--- src/rtl/irq_edge_pkg.sv ---
package irq_edge_pkg;
  parameter int unsigned NUM_SRC = 6;
  parameter int unsigned REG_W   = 8;
  parameter int unsigned SYNC_STAGES = 2;
endpackage

--- src/rtl/irq_src_sync.sv ---
module irq_src_sync #(
  parameter int unsigned N      = irq_edge_pkg::NUM_SRC,
  parameter int unsigned STAGES = irq_edge_pkg::SYNC_STAGES
) (
  input  logic         clk_i,
  input  logic         rst_ni,
  input  logic [N-1:0] src_i,
  output logic [N-1:0] rise_o
);
  localparam int unsigned LAST = STAGES - 1;

  for (genvar g = 0; g < N; g++) begin : g_src
    logic [STAGES-1:0] sync_q;
    logic              prev_q;

    always_ff @(posedge clk_i or negedge rst_ni) begin
      if (!rst_ni) begin
        sync_q <= '0;
        prev_q <= 1'b0;
      end else begin
        sync_q <= {sync_q[STAGES-2:0], src_i[g]};
        prev_q <= sync_q[LAST];
      end
    end

    assign rise_o[g] = sync_q[LAST] & ~prev_q;

    // a detected edge lasts one cycle only
    a_r2_rise_single: assert property (@(posedge clk_i) disable iff (!rst_ni)
      rise_o[g] |=> !rise_o[g]);
  end
endmodule

--- src/rtl/irq_status_bank.sv ---
module irq_status_bank #(
  parameter int unsigned N = irq_edge_pkg::NUM_SRC
) (
  input  logic         clk_i,
  input  logic         rst_ni,
  input  logic [N-1:0] rise_i,
  input  logic         we_i,
  input  logic [N-1:0] en_wr_i,
  output logic [N-1:0] status_o
);
  logic [N-1:0] en_q, en_d;
  logic [N-1:0] status_q, status_d;

  always_comb begin
    en_d     = en_q;
    status_d = status_q | (rise_i & en_q);
    if (we_i) begin
      en_d     = en_wr_i;
      status_d = status_d & en_wr_i;  // disable beats a same-cycle edge
    end
  end

  always_ff @(posedge clk_i or negedge rst_ni) begin
    if (!rst_ni) begin
      en_q     <= '0;
      status_q <= '0;
    end else begin
      en_q     <= en_d;
      status_q <= status_d;
    end
  end

  assign status_o = status_q;

  // a disabled bit reads clear after the write edge
  a_r5_clear_on_disable: assert property (@(posedge clk_i) disable iff (!rst_ni)
    we_i |=> ((status_q & ~$past(en_wr_i)) == '0));

  // a flag can only appear on a source enabled before the edge
  a_r3_set_needs_enable: assert property (@(posedge clk_i) disable iff (!rst_ni)
    1'b1 |=> ((status_q & ~$past(status_q) & ~$past(en_q)) == '0));
endmodule

--- src/rtl/irq_edge_latch.sv ---
module irq_edge_latch #(
  parameter int unsigned NSRC  = irq_edge_pkg::NUM_SRC,
  parameter int unsigned REG_W = irq_edge_pkg::REG_W
) (
  input  logic             clk_i,
  input  logic             rst_ni,
  input  logic [NSRC-1:0]  src_i,
  input  logic             reg_we_i,
  input  logic [REG_W-1:0] reg_wdata_i,
  output logic [REG_W-1:0] reg_rdata_o,
  output logic             irq_o
);
  localparam int unsigned PAD_W = REG_W - NSRC;

  logic [NSRC-1:0] rise;
  logic [NSRC-1:0] status;
  logic            unused_wdata;

  assign unused_wdata = ^reg_wdata_i[REG_W-1:NSRC];

  irq_src_sync #(.N(NSRC)) u_sync (
    .clk_i  (clk_i),
    .rst_ni (rst_ni),
    .src_i  (src_i),
    .rise_o (rise)
  );

  irq_status_bank #(.N(NSRC)) u_bank (
    .clk_i    (clk_i),
    .rst_ni   (rst_ni),
    .rise_i   (rise),
    .we_i     (reg_we_i),
    .en_wr_i  (reg_wdata_i[NSRC-1:0]),
    .status_o (status)
  );

  assign reg_rdata_o = {{PAD_W{1'b0}}, status};
  assign irq_o       = |status;

  // a new flag always follows a detected edge
  a_r7_set_needs_rise: assert property (@(posedge clk_i) disable iff (!rst_ni)
    1'b1 |=> ((status & ~$past(status) & ~$past(rise)) == '0));

  // writing all-zero enables drops the request
  a_r6_zero_write_quiet: assert property (@(posedge clk_i) disable iff (!rst_ni)
    (reg_we_i && reg_wdata_i[NSRC-1:0] == '0) |=> !irq_o);
endmodule

--- config.mk ---
export PLATFORM = sky130hd
export DESIGN_NAME = irq_edge_latch
export DESIGN_NICKNAME = d
export VERILOG_FILES = /design/src/rtl/irq_edge_pkg.sv /design/src/rtl/irq_src_sync.sv /design/src/rtl/irq_status_bank.sv /design/src/rtl/irq_edge_latch.sv
export SDC_FILE = /design/constraint.sdc
export NUM_CORES = 1
export LEC_CHECK = 0
export BUFFER_PORTS_ARGS = -buffer_cell sky130_fd_sc_hd__buf_2
export CAP_MARGIN = 20
export CORE_ASPECT_RATIO = 1.4
export CORE_MARGIN = 2
export CORE_UTILIZATION = 50
export DETAILED_ROUTE_END_ITERATION = 12
export HOLD_SLACK_MARGIN = 0.1
export PLACE_DENSITY = 0.82
export SLEW_MARGIN = 10
export SYNTH_ARGS = -nofsm -noshare
export SYNTH_HDL_FRONTEND = slang
export SYNTH_SLANG_ARGS = --single-unit
export TNS_END_PERCENT = 5
--- constraint.sdc ---
create_clock -name clk_i -period 1 [get_ports clk_i]
set_clock_uncertainty 0.1 [all_clocks]
set_input_delay 0.1 -clock clk_i [delete_from_list [all_inputs] [get_ports clk_i]]
set_output_delay 0.1 -clock clk_i [all_outputs]
set_load 0.02 [all_outputs]
==> flow_metrics.tcl <==
set metrics [dict create \
    status "complete, but fails checks" \
    violations "setup timing" \
    syn_avg_cell_area_um2 15.9 \
    ioPinCount 26 \
    dpl.cell_count 111 \
    yosys_warnings 0 \
    clockBufferDepth 2 \
    crit_type "reg -> out" \
    synth_area_leaders "dfrtp_1 73%, a221oi_2 7.3%, mux2_4 5.8%" \
    first_pass_iters 3 \
    die_area_um2 2450 \
    routed_wl_um 1560 \
    gp_congestion 0.715 \
    cts_made_buffers 5 \
    worstSetupEndpoint "irq_o" \
    port-buffer-count 21 \
    critPathMaxFanout 2 \
    drt_iter0_drc 16 \
    nNetsFinal 128 \
    antenna_left 0 \
    antenna_cells 0 \
    r2r-end "u_bank.status_o[4]$_DFF_PN0_" \
    p_seq_share_pct 51.1 \
    drv_cap 0 \
    setup_viol_count_final 9 \
    fmax_ghz 0.663 \
    worstPathRequired_ns 0.80 \
    crit_arrival_ns 1.31 \
    fin_crit_sh_pct 151 \
    finalSetupTns_ns -1.73 \
    power_frac_clock_pct 34.2 \
    yosysUniqueCellTypes 13 \
    comb_power_share_pct 14.7 \
    die_h_um 57.8 \
    wl_per_cell_um 11.8 \
    ir_worst_vdd_uv 1500 \
    end_kind "output pin" \
    synth-xor-area-share_pct 0 \
    setup_ws_ns -0.508 \
    synth-seq-cells 30 \
    core_um2 1950 \
    yosys.area_share.simple_pct 1.94 \
    htreeDepth 2 \
    p_leak_uw 0.000716 \
    area_delta_synth_final_pct 41.3 \
    dr_total_vias 648 \
    grt_overflow_total 0 \
    synth_area_um2 1030 \
    insertion_delay_ns 0.32 \
    yosys.area.top_type "dfrtp_1" \
    synth_top_area_share_pct 72.6 \
    cp-start-kind "register" \
    worstReg2RegStart "u_bank.status_o[4]$_DFF_PN0_" \
    place_ws_ns -0.241 \
    cts.sinks 30 \
    p_int_uw 2030 \
    synthAdderAreaFrac_pct 0 \
    critPathLaunch "u_bank.status_o[4]$_DFF_PN0_" \
    muxShareOfSynthArea_pct 7.99 \
    hold_class "in -> reg" \
    grt_pass1_vias 689 \
    slew_violations 0 \
    routed_via_density 4.87 \
    rsz0062_at_grt "yes" \
    powerDensity_nw_per_um2 1820 \
    cts_tree "done" \
    initial_core_util_pct 53.0 \
    reg2reg_slack_ns -0.05 \
    drc 0 \
    stdcell_count 133 \
    cts_root_buf "clkbuf_4" \
    synth_top_family_by_area "compound AO/OA/AOI/OAI gates" \
    swShare_pct 23.3 \
    yosysSeqAreaShare_pct 72.6 \
    rows 19 \
    postCtsHoldBufs 13 \
    dp.final_hpwl_um 1030 \
    grt_max_degree 19 \
    drive_gt1_share_pct 45.5 \
    fin_crit_ns 1.51 \
    antenna_found_initial 0 \
    die_x_um 42.4 \
    synth-compound-area-share_pct 10.5 \
    synthCells 65 \
    grt_pass1_wl_um 2840 \
    clk_pin_slew_worst_paths_ns 0.09 \
    reg2reg_depth 3 \
    hold_violations 0 \
    switching_power_uw 618 \
    track_usage_pct 16.8 \
]
-- placed cells by master, fill, tap and decap left out, drive strengths merged --
cell type    instances
buf                 28
inv                 11
a221oi               5
dlygate4sd3         13
and3b                1
mux2                 6
a2bb2oi              1
bufinv               1
dfrtp               30
a21oi                5
clkbuf               5
conb                 2
nor4                 1
clkinv               2
nand3                1
-- final cells by class --
class	instances	area (um2)
flip-flops and latches	30	754
fillers	127	489
repair buffers	41	327
multi-input cells	22	234
inverters	11	41.3
clock inverters	3	40.0
clock buffers	5	37.5
well taps	21	26.3
-- power by group through the flow --
stage	Sequential [uW]	Clock [uW]	Combinational, uW
2_1_floorplan	1390	0	145
3_3_place_gp	1360	0	306
3_5_place_dp	1370	0	313
4_1_cts	1350	940	375
5_1_grt	1370	1010	427
6_report	1350	908	389
-- cells in the mapped netlist --
cell / instances
buf_4: 2
a221oi_2: 5
nand3_1: 1
a21oi_1: 5
buf_6: 1
mux2_4: 4
conb_1: 1
nor4_1: 1
and3b_1: 1
mux2_2: 2
inv_1: 11
a2bb2oi_1: 1
dfrtp_1: 30
-- sequential cells by signal, summed over array words and instances, names as in the netlist --
register             cells
u_sync.g_src.prev_q      6
u_bank.status_o          6
u_sync.g_src.sync_q     12
u_bank.en_q              6
-- metrics by stage --
step	hold slack, ns	total power [uW]	utilization (%)	cell area, um2
floorplan	-0.296	1540	-	1040
finish	0.0835	2650	74.9	1460
global placement	-0.100	1670	61.7	1200
detailed placement	-0.0982	1680	61.7	1200
CTS	0.0805	2670	73.9	1440
global route	0.0839	2810	74.9	1460
-- worst max-delay path: stages (launching register included) --
cell and delay (ns):
dfrtp_2 0.44, nor4_4 0.29, nand3_1 0.09, buf_2 0.17
-- cell families after synthesis --
group	after synthesis
DFF	30
and+or+nand+nor	3
buffers and inverters	14
AOI/OAI and AO/OA	11
muxes	6
other	1
-- repair_timing --
action                                  CTS  global route
gates cloned                              0             0
endpoints found under the hold margin    48            14
resized for setup                         6             4
pin swaps                                 0             3
endpoints found under the setup margin    7            11
setup buffers                             0             1
-- how the worst min path moves through the flow --
stage                     startpoint                      endpoint  slack, ns  depth (start not counted)
after floorplan               rst_ni    u_bank.en_q[0]$_DFFE_PN0P_      -0.30                          0
after global placement        rst_ni    u_bank.en_q[2]$_DFFE_PN0P_      -0.10                          1
after detailed placement      rst_ni  u_bank.status_o[2]$_DFF_PN0_       -0.1                          1
after CTS                     rst_ni  u_bank.status_o[2]$_DFF_PN0_       0.08                          2
after global routing          rst_ni  u_bank.status_o[3]$_DFF_PN0_       0.08                          2
final                       reg_we_i  u_bank.status_o[0]$_DFF_PN0_       0.08                          2
-- routing by layer --
| layer | GRT usage, % | routed length, um | up-vias |
|---|---|---|---|
| met1 | 18.0 | 628 | 316 |
| met3 | 9.35 | 101 | 5 |
| met5 | 0 | 0 | - |
| met4 | 9.38 | 41 | 0 |
| li1 | - | - | 307 |
| met2 | 26.2 | 792 | 20 |
Power figures use the tool's default switching activity.
